### src/rtl/psw_pkg.sv
package psw_pkg;

    // Default field widths of the ratio word.
    localparam int unsigned PSW_MAIN_W    = 13;
    localparam int unsigned PSW_SWALLOW_W = 4;
    localparam int unsigned PSW_MIN_RATIO = 240;

    // Operating mode of the stage in front of the prescaler.
    typedef enum logic {
        FRONT_BYPASS = 1'b0,
        FRONT_HALVE  = 1'b1
    } front_mode_e;

    // Floor a requested ratio at the smallest legal value.
    function automatic int unsigned psw_floor(input int unsigned req,
                                              input int unsigned lo);
        return (req < lo) ? lo : req;
    endfunction

endpackage

### src/rtl/psw_front.sv
module psw_front (
    input  logic clk_i,
    input  logic rst_ni,
    input  logic halve_en_i,
    output logic ce_o
);
    import psw_pkg::*;

    typedef struct packed {
        logic phase;
    } front_st_t;

    front_st_t   st_d, st_q;
    front_mode_e mode;

    always_comb begin
        mode       = halve_en_i ? FRONT_HALVE : FRONT_BYPASS;
        st_d       = st_q;
        st_d.phase = ~st_q.phase;
        unique case (mode)
            FRONT_HALVE:  ce_o = st_q.phase;
            default:      ce_o = 1'b1;
        endcase
    end

    always_ff @(posedge clk_i) begin
        if (!rst_ni) begin
            st_q <= '0;
        end else begin
            st_q <= st_d;
        end
    end

endmodule

### src/rtl/psw_ratio_reg.sv
module psw_ratio_reg #(
    parameter int unsigned M_W       = psw_pkg::PSW_MAIN_W,
    parameter int unsigned A_W       = psw_pkg::PSW_SWALLOW_W,
    parameter int unsigned MIN_RATIO = psw_pkg::PSW_MIN_RATIO,
    parameter int unsigned RST_RATIO = psw_pkg::PSW_MIN_RATIO
) (
    input  logic                 clk_i,
    input  logic                 rst_ni,
    input  logic [M_W+A_W-1:0]   ratio_i,
    input  logic                 load_i,
    input  logic                 boundary_i,
    output logic [M_W+A_W-1:0]   reload_ratio_o
);
    import psw_pkg::*;

    localparam int unsigned      RATIO_W = M_W + A_W;
    localparam logic [RATIO_W-1:0] FLOOR_R = RATIO_W'(MIN_RATIO);
    localparam logic [RATIO_W-1:0] RESET_R = RATIO_W'(psw_floor(RST_RATIO, MIN_RATIO));

    typedef struct packed {
        logic [RATIO_W-1:0] pending;
        logic               pend_vld;
        logic [RATIO_W-1:0] active;
    } ratio_st_t;

    ratio_st_t          st_d, st_q;
    logic [RATIO_W-1:0] req_clamped;

    always_comb begin
        req_clamped = (ratio_i < FLOOR_R) ? FLOOR_R : ratio_i;

        // Ratio the counters pick up at the next terminal count; a load in
        // this very cycle is forwarded directly.
        if (load_i) begin
            reload_ratio_o = req_clamped;
        end else if (st_q.pend_vld) begin
            reload_ratio_o = st_q.pending;
        end else begin
            reload_ratio_o = st_q.active;
        end

        st_d = st_q;
        if (boundary_i) begin
            st_d.active   = reload_ratio_o;
            st_d.pend_vld = 1'b0;
        end else if (load_i) begin
            st_d.pending  = req_clamped;
            st_d.pend_vld = 1'b1;
        end
    end

    always_ff @(posedge clk_i) begin
        if (!rst_ni) begin
            st_q.pending  <= RESET_R;
            st_q.pend_vld <= 1'b0;
            st_q.active   <= RESET_R;
        end else begin
            st_q <= st_d;
        end
    end

endmodule

### src/rtl/psw_prescaler.sv
module psw_prescaler #(
    parameter int unsigned A_W = psw_pkg::PSW_SWALLOW_W
) (
    input  logic clk_i,
    input  logic rst_ni,
    input  logic ce_i,
    input  logic swallow_i,
    output logic pulse_o
);
    // Base modulus is 2**A_W; one extra count while swallowing.
    localparam int unsigned BASE = 1 << A_W;
    localparam int unsigned PC_W = $clog2(BASE + 1);
    localparam logic [PC_W-1:0] LAST_LO = PC_W'(BASE - 1);
    localparam logic [PC_W-1:0] LAST_HI = PC_W'(BASE);

    typedef struct packed {
        logic [PC_W-1:0] cnt;
    } pre_st_t;

    pre_st_t         st_d, st_q;
    logic [PC_W-1:0] last;

    always_comb begin
        last    = swallow_i ? LAST_HI : LAST_LO;
        pulse_o = ce_i && (st_q.cnt == last);
        st_d    = st_q;
        if (pulse_o) begin
            st_d.cnt = '0;
        end else if (ce_i) begin
            st_d.cnt = st_q.cnt + PC_W'(1);
        end
    end

    always_ff @(posedge clk_i) begin
        if (!rst_ni) begin
            st_q <= '0;
        end else begin
            st_q <= st_d;
        end
    end

endmodule

### src/rtl/psw_swallow_ctr.sv
module psw_swallow_ctr #(
    parameter int unsigned M_W       = psw_pkg::PSW_MAIN_W,
    parameter int unsigned A_W       = psw_pkg::PSW_SWALLOW_W,
    parameter int unsigned MIN_RATIO = psw_pkg::PSW_MIN_RATIO,
    parameter int unsigned RST_RATIO = psw_pkg::PSW_MIN_RATIO
) (
    input  logic                 clk_i,
    input  logic                 rst_ni,
    input  logic                 pulse_i,
    input  logic [M_W+A_W-1:0]   reload_ratio_i,
    output logic                 terminal_o,
    output logic                 swallow_o,
    output logic [M_W-1:0]       m_left_o,
    output logic [A_W-1:0]       a_left_o
);
    import psw_pkg::*;

    localparam int unsigned        RATIO_W = M_W + A_W;
    localparam logic [RATIO_W-1:0] RESET_R = RATIO_W'(psw_floor(RST_RATIO, MIN_RATIO));

    typedef struct packed {
        logic [M_W-1:0] m_left;
        logic [A_W-1:0] a_left;
    } ctr_st_t;

    ctr_st_t st_d, st_q;

    always_comb begin
        swallow_o  = (st_q.a_left != '0);
        terminal_o = pulse_i && (st_q.m_left == M_W'(1));
        st_d       = st_q;
        if (terminal_o) begin
            st_d.m_left = reload_ratio_i[RATIO_W-1:A_W];
            st_d.a_left = reload_ratio_i[A_W-1:0];
        end else if (pulse_i) begin
            st_d.m_left = st_q.m_left - M_W'(1);
            if (swallow_o) begin
                st_d.a_left = st_q.a_left - A_W'(1);
            end
        end
        m_left_o = st_q.m_left;
        a_left_o = st_q.a_left;
    end

    always_ff @(posedge clk_i) begin
        if (!rst_ni) begin
            st_q.m_left <= RESET_R[RATIO_W-1:A_W];
            st_q.a_left <= RESET_R[A_W-1:0];
        end else begin
            st_q <= st_d;
        end
    end

endmodule

### src/rtl/psw_divider.sv
module psw_divider #(
    parameter int unsigned M_W       = psw_pkg::PSW_MAIN_W,
    parameter int unsigned A_W       = psw_pkg::PSW_SWALLOW_W,
    parameter int unsigned MIN_RATIO = psw_pkg::PSW_MIN_RATIO,
    parameter int unsigned RST_RATIO = psw_pkg::PSW_MIN_RATIO
) (
    input  logic               clk_i,
    input  logic               rst_ni,
    input  logic [M_W+A_W-1:0] ratio_i,
    input  logic               load_i,
    input  logic               halve_en_i,
    output logic               div_o,
    output logic               div_half_o
);
    localparam int unsigned RATIO_W = M_W + A_W;

    typedef struct packed {
        logic pulse;
        logic half;
    } out_st_t;

    logic               stage_ce;
    logic               pre_pulse;
    logic               swallow;
    logic               terminal;
    logic [RATIO_W-1:0] reload_ratio;
    logic [M_W-1:0]     m_left;
    logic [A_W-1:0]     a_left;
    out_st_t            out_d, out_q;

    psw_front u_front (
        .clk_i      (clk_i),
        .rst_ni     (rst_ni),
        .halve_en_i (halve_en_i),
        .ce_o       (stage_ce)
    );

    psw_ratio_reg #(
        .M_W       (M_W),
        .A_W       (A_W),
        .MIN_RATIO (MIN_RATIO),
        .RST_RATIO (RST_RATIO)
    ) u_ratio (
        .clk_i          (clk_i),
        .rst_ni         (rst_ni),
        .ratio_i        (ratio_i),
        .load_i         (load_i),
        .boundary_i     (terminal),
        .reload_ratio_o (reload_ratio)
    );

    psw_prescaler #(
        .A_W (A_W)
    ) u_pre (
        .clk_i     (clk_i),
        .rst_ni    (rst_ni),
        .ce_i      (stage_ce),
        .swallow_i (swallow),
        .pulse_o   (pre_pulse)
    );

    psw_swallow_ctr #(
        .M_W       (M_W),
        .A_W       (A_W),
        .MIN_RATIO (MIN_RATIO),
        .RST_RATIO (RST_RATIO)
    ) u_ctr (
        .clk_i          (clk_i),
        .rst_ni         (rst_ni),
        .pulse_i        (pre_pulse),
        .reload_ratio_i (reload_ratio),
        .terminal_o     (terminal),
        .swallow_o      (swallow),
        .m_left_o       (m_left),
        .a_left_o       (a_left)
    );

    always_comb begin
        out_d.pulse = terminal;
        out_d.half  = out_q.half ^ terminal;
    end

    always_ff @(posedge clk_i) begin
        if (!rst_ni) begin
            out_q <= '0;
        end else begin
            out_q <= out_d;
        end
    end

    assign div_o      = out_q.pulse;
    assign div_half_o = out_q.half;

endmodule

### config.mk
export PLATFORM = sky130hd
export DESIGN_NAME = psw_divider
export DESIGN_NICKNAME = d
export VERILOG_FILES = /design/src/rtl/psw_pkg.sv /design/src/rtl/psw_front.sv /design/src/rtl/psw_ratio_reg.sv /design/src/rtl/psw_prescaler.sv /design/src/rtl/psw_swallow_ctr.sv /design/src/rtl/psw_divider.sv
export SDC_FILE = /design/constraint.sdc
export NUM_CORES = 1
export LEC_CHECK = 0
export ABC_CLOCK_PERIOD_IN_PS = 3100
export CAP_MARGIN = 30
export CORE_ASPECT_RATIO = 1.4
export CORE_MARGIN = 2
export CORE_UTILIZATION = 46
export DETAILED_ROUTE_END_ITERATION = 8
export PLACE_DENSITY_LB_ADDON = 0.15
export REMOVE_ABC_BUFFERS = 1
export SLEW_MARGIN = 20
export SYNTH_ARGS = -nofsm -noshare
export SYNTH_HDL_FRONTEND = slang
export SYNTH_SLANG_ARGS = --single-unit
### constraint.sdc
create_clock -name clk_i -period 3.1 [get_ports clk_i]
set_input_delay 0.31 -clock clk_i [delete_from_list [all_inputs] [get_ports clk_i]]
set_output_delay 0.31 -clock clk_i [all_outputs]
set_load 0.02 [all_outputs]
==> out/qor.csv, run 1 <==
metric,value,unit
fin_util,0.549,
post_cts_buffers,0,
cp_common_cell,a2111oi_0,
p_sw,411,uW
place.gp.congestion,0.834,
ys.flop_type,dfxtp_1,
viasPerCell,5.81,
start_util,0.471,
status,finished clean,
grt_usage,0.222,
worst_pin_slew,0.861,ns
start_kind,flip-flop,
grt_max_degree,50,
cts-resized-gates,0,
pre_cts_ws,0.611,ns
first_pass_iters,4,
vias,2847,
ctsHtreeMaxLevel,3,
worstSetupPathType,flip-flop to flip-flop,
r2r_slack,0.61,ns
pin_count,23,
dp_hpwl,5050,um
antenna_found_initial,0,
fin_area,3580,sq um
die-height,101,um
end_kind,flip-flop,
netlist_instances,396,
synth_area_leaders,"dfxtp_1 39%, nand2_1 7.9%, o21ai_0 5.1%",
seq_power_share,0.438,
synth.ff_latch_count,60,
p_leak,1.32,nW
drt-total-wl,7550,um
cp_data_arrival_time,2.70,ns
numClockSinks,60,
combPwrFrac,0.072,
fillCellCount,608,
cp.required,3.31,ns
cp_slowest_cell,or4_4,
clk_pin_slew_worst_paths,0.07,ns
ir_worst_vdd,0.310,mV
cp_max_fo,13,
layout-drive-gt1-share,0.0793,
ant_nets,0,
clock_skew,0.00735,ns
grt_setup_unrepaired,no,
design.core.area,6530,sq um
timing.final.crit_share,0.802,
slew_violations,0,
final.setup.tns,0,ns
period_needed,2.49,ns
final_cells,490,
insertedDiodeCount,0,
hold_viol,0,
post-place-cells,474,
ys_seq_area_frac,0.391,
cts_hold_buf,0,
setup_ws,0.612,ns
path_cells,inv_1 > ha_1 > or3b_4 > or4_4 > and2_1 > a2111oi_0 > a2111oi_0,
grt-ovfl-total,0,
grt_pass1_vias,2632,
switching_share,0.224,
dieArea,7350,sq um
p_per_area,512,nW/um^2
placed_cell_area,3330,sq um
yosysTopAreaCell,dfxtp_1,
worstSkewPairLatency,0.35,ns
multi_input_area,1690,sq um
ys_warn_count,0,
drtIter0Drc,248,
clk_root_buffer_cell,clkbuf_8,
route.detailed.drc,0,
final_nets,436,
power.internal,1.42,mW
ff_latch_area,1200,sq um
die_w,73.1,um
maxCapViolCount,0,
wire_per_inst,15.4,um
pwr-share-clk,0.490,
critPathMaxStageDelay,0.54,ns
power,1.84,mW
whs,0.438,ns
io_buffers,22,
synth_edf_count,0,
synth_top_area_frac,0.391,
grt_first_pass_wirelength,12800,um
syn_area_per_cell,7.75,sq um
syn2layout_area_growth,16.7,%
setup_violations,0,
clock_path_buffers,2,
async_flop_share,0,
yosys.cell_types.count,44,
hp-class,flip-flop to flip-flop,
syn-cell-area,3070,sq um
tritoncts,yes,
cts-buffers-inserted,9,
fmax,0.402,GHz
rows,35,
slew_headroom,0.425,
-- worst paths after layout --
check / startpoint / endpoint / cells past startpoint
min reg2reg: u_front.st_q / u_front.st_q / 1
max: u_ctr.a_left_o[0] / u_ctr.a_left_o[3] / 7
max reg2reg: u_ctr.a_left_o[0] / u_ctr.a_left_o[3] / 7
min: u_front.st_q / u_front.st_q / 1
-- kinds of logic (layout without fill, tap and decap cells) --
logic type                 Yosys count  in the layout  share of synthesized area
and+or+nand+nor                    155            155                      0.242
AOI/OAI and AO/OA                  111            111                      0.220
DFF                                 60             60                      0.391
buffers and inverters               44             64                     0.0599
muxes                               17             17                     0.0566
xor gates and xnor gates             5              5                     0.0143
adders and majority gates            4              4                     0.0163
-- synth_stat cells, types with 2 or more instances --
| master | count |
|---|---|
| ha_1 | 4 |
| buf_2 | 6 |
| nor4_1 | 3 |
| xnor2_1 | 3 |
| o32ai_1 | 3 |
| buf_1 | 3 |
| o211ai_1 | 2 |
| mux2i_1 | 14 |
| a2111oi_0 | 3 |
| a21oi_1 | 28 |
| mux2_2 | 3 |
| o21ai_1 | 6 |
| xor2_1 | 2 |
| clkbuf_1 | 17 |
| nand2b_1 | 2 |
| a31oi_1 | 11 |
| a32oi_1 | 2 |
| dfxtp_1 | 60 |
| o22ai_1 | 4 |
| and3_1 | 3 |
| o21a_1 | 2 |
| nand4_1 | 18 |
| nor2_1 | 28 |
| nor3_1 | 7 |
| nand2_1 | 65 |
| a211oi_1 | 15 |
| inv_1 | 16 |
| o21ai_0 | 31 |
| nor2b_1 | 9 |
| nand3_1 | 12 |
-- per-layer routing --
metal,global-route usage,vias to the layer above,share of wire
li1,-,1448,-
met1,0.297,1320,0.47
met2,0.347,65,0.48
met3,0.0320,14,0.037
met4,0.111,0,0.021
met5,0,-,0
-- power by group through the flow --
stage	Sequential [mW]	Combinational, mW	Clock, mW
after detailed placement	0.821	0.131	0
after floorplan	0.821	0.0588	0
after CTS	0.804	0.132	0.910
after global placement	0.821	0.131	0
final	0.804	0.132	0.900
after global routing	0.806	0.145	0.939
-- final cells by class --
class / count / area share
repair buffers: 32 / 0.0824
inverters: 16 / 0.0168
flip-flops and latches: 60 / 0.335
well taps: 74 / 0.0258
multi-input cells: 292 / 0.470
clock inverters: 4 / 0.0265
clock buffers: 12 / 0.0433
-- sequential cells by signal, summed over array words and instances (netlist names) --
name	count
div_half_o	1
div_o	1
u_ctr.a_left_o	4
u_ctr.m_left_o	13
u_front.st_q	1
u_pre.st_q	5
u_ratio.st_q	35
-- layout by cell type, fill, tap and decap left out, types with 2 or more instances in the layout --
cell,n
a2111oi_0,3
a211oi_1,15
a21oi_1,28
a31oi_1,11
a32oi_1,2
and3_1,3
buf_4,10
bufinv_16,3
clkbuf_8,11
clkdlybuf4s50_1,22
dfxtp_1,60
ha_1,4
inv_1,16
mux2_2,3
mux2i_1,14
nand2_1,65
nand2b_1,2
nand3_1,12
nand4_1,18
nor2_1,28
nor2b_1,9
nor3_1,7
nor4_1,3
o211ai_1,2
o21a_1,2
o21ai_0,31
o21ai_1,6
o22ai_1,4
o32ai_1,3
xnor2_1,3
xor2_1,2
-- worst max-delay path, delay by kind of cell (launching register included) --
family | cells | cell delay (ns)
AO/OA/AOI/OAI | 2 | 0.50
adder cells (fa/ha/maj) | 1 | 0.19
buffers and inverters | 1 | 0.07
flip-flops | 1 | 0.31
AND/OR/NAND/NOR | 3 | 1.27
Power figures use the tool's default switching activity.
==> run 2: changes to the inputs <==
--- a/config.mk
+++ b/config.mk
@@ -5,7 +5,7 @@
 export SDC_FILE = /design/constraint.sdc
 export NUM_CORES = 1
 export LEC_CHECK = 0
-export ABC_CLOCK_PERIOD_IN_PS = 3100
+export ABC_CLOCK_PERIOD_IN_PS = 2600
 export CAP_MARGIN = 30
 export CORE_ASPECT_RATIO = 1.4
 export CORE_MARGIN = 2
==> constraint.sdc (replaced) <==
create_clock -name clk_i -period 2.6 [get_ports clk_i]
set_input_delay 0.26 -clock clk_i [delete_from_list [all_inputs] [get_ports clk_i]]
set_output_delay 0.26 -clock clk_i [all_outputs]
set_load 0.02 [all_outputs]
==> run 2 against run 1 <==
Net effect:
- sequential share of layout area down 0.17 points
- count of clock-buffer cells in the layout down 1
- register-to-register slack worse by 0.46 ns
- worst hold slack better by 0.0043 ns
==> out/qor.csv, run 2 (synthesized netlist as in run 1, its figures left out) <==
metric,value,unit,change
drtIter0Drc,179,,-28%
design.core.area,6530,sq um,unchanged
top_register,u_ratio.st_q,,
cts_hold_buf,0,,unchanged
fin_util,0.552,,+0.00288
hold_viol,0,,unchanged
ctsHtreeMaxLevel,3,,unchanged
placed_cell_area,3440,sq um,+3.2%
cp.required,2.80,ns,-0.51 ns
setup_ws,0.148,ns,-0.465 ns
grt_setup_unrepaired,no,,
first_pass_iters,4,,unchanged
wl_met1,3350,um,-4.6%
dp_hpwl,5330,um,+5.5%
cp_data_arrival_time,2.65,ns,-0.05 ns
post-place-cells,483,,+1.9%
pre_cts_ws,0.0900,ns,-0.521 ns
slew_headroom,0.510,,+0.0852
worstSkewPairLatency,0.33,ns,-0.02 ns
place.gp.congestion,0.853,,+2.3%
fmax,0.408,GHz,+1.4%
dieArea,7350,sq um,unchanged
whs,0.442,ns,+0.00428 ns
power,1.82,mW,-0.95%
numClockSinks,60,,unchanged
period_needed,2.45,ns,-0.0354 ns
timing.final.crit_share,0.943,,+0.141
rows,35,,unchanged
setup_violations,0,,unchanged
ff_latch_area,1200,sq um,unchanged
vias,2894,,+1.7%
grt_usage,0.221,,-0.000933
fillCellCount,591,,-2.8%
final_nets,445,,+2.1%
worst_pin_slew,0.734,ns,-0.127 ns
start_kind,flip-flop,,
dr_wl_met2,3750,um,+4.1%
syn2layout_area_growth,17.4,%,
start_util,0.471,,unchanged
clk_pin_slew_worst_paths,0.07,ns,about the same
grt_max_degree,50,,unchanged
route.detailed.drc,0,,unchanged
final_common_cell,nand2_1,,
hp-class,flip-flop to flip-flop,,
grt-ovfl-total,0,,unchanged
viasPerCell,5.82,,+0.22%
cts-buffers-inserted,9,,unchanged
antenna_found_initial,0,,unchanged
cp_max_fo,13,,unchanged
ir_worst_vdd,0.293,mV,-5.3%
die-height,101,um,unchanged
post_cts_buffers,0,,unchanged
p_leak,1.34,nW,+1.6%
clk_root_buffer_cell,clkbuf_8,,
pin_count,23,,unchanged
top_layer_used,met4,,
final_cells,497,,+1.4%
grt_pass1_vias,2689,,+2.2%
largest_reg_flops,35,,unchanged
final.setup.tns,0,ns,unchanged
slew_violations,0,,unchanged
grt_first_pass_wirelength,12800,um,+0.54%
status,finished clean,,
insertedDiodeCount,0,,unchanged
multi_input_area,1690,sq um,+0.22%
ant_nets,0,,unchanged
end_kind,flip-flop,,
tritoncts,yes,,
io_buffers,22,,unchanged
wire_per_inst,15.2,um,-1.1%
mostFrequentLayoutCells,"65 x nand2_1, 60 x dfxtp_1, 31 x o21ai_0",,
p_per_area,505,nW/um^2,-1.5%
wl_met3,302,um,+7.9%
fin_area,3600,sq um,+0.52%
clock_skew,0.00827,ns,+0.000923 ns
die_w,73.1,um,unchanged
clock_path_buffers,2,,unchanged
drt-total-wl,7580,um,+0.33%
cts-resized-gates,0,,unchanged
layout-drive-gt1-share,0.0969,,+0.0176
worstSetupPathType,flip-flop to flip-flop,,
maxCapViolCount,0,,unchanged
==> run 2: worst paths after layout <==
path	start	slack (ns)	end	cells after the start
max	u_ctr.a_left_o[0]	0.15	u_ctr.a_left_o[3]	7
min	u_front.st_q	0.44	u_front.st_q	1
max reg2reg	u_ctr.a_left_o[0]	0.15	u_ctr.a_left_o[3]	7
min reg2reg	u_front.st_q	0.44	u_front.st_q	1
==> run 2: final cells by class <==
type	count	share of cell area
multi-input combinational	292	0.469
sequential	60	0.333
timing repair buffer	41	0.112
clock buffer	11	0.0392
tap	74	0.0257
inverter	16	0.0167
clock inverter	3	0.00417
==> run 2: metal layers <==
layer / vias to the layer above / GRT usage
met5: - / 0
met4: 0 / 0.0855
met3: 15 / 0.0470
met2: 62 / 0.353
met1: 1347 / 0.290
li1: 1470 / -
==> run 2: power by group <==
group	leakage [nW]	switching (mW)	total [mW]	internal, mW
sequential	0.488	0.0169	0.959	0.942
clock	0.0848	0.337	0.693	0.356
combinational	0.763	0.0907	0.166	0.0752
total	1.34	0.445	1.82	1.37
==> run 2: critical path: stages, from the launching register on <==
cell and delay, ns:
dfxtp_1 0.32, inv_1 0.07, ha_1 0.20, or3b_4 0.43
or4_4 0.54, and2_2 0.29, a2111oi_1 0.36, a2111oi_0 0.12
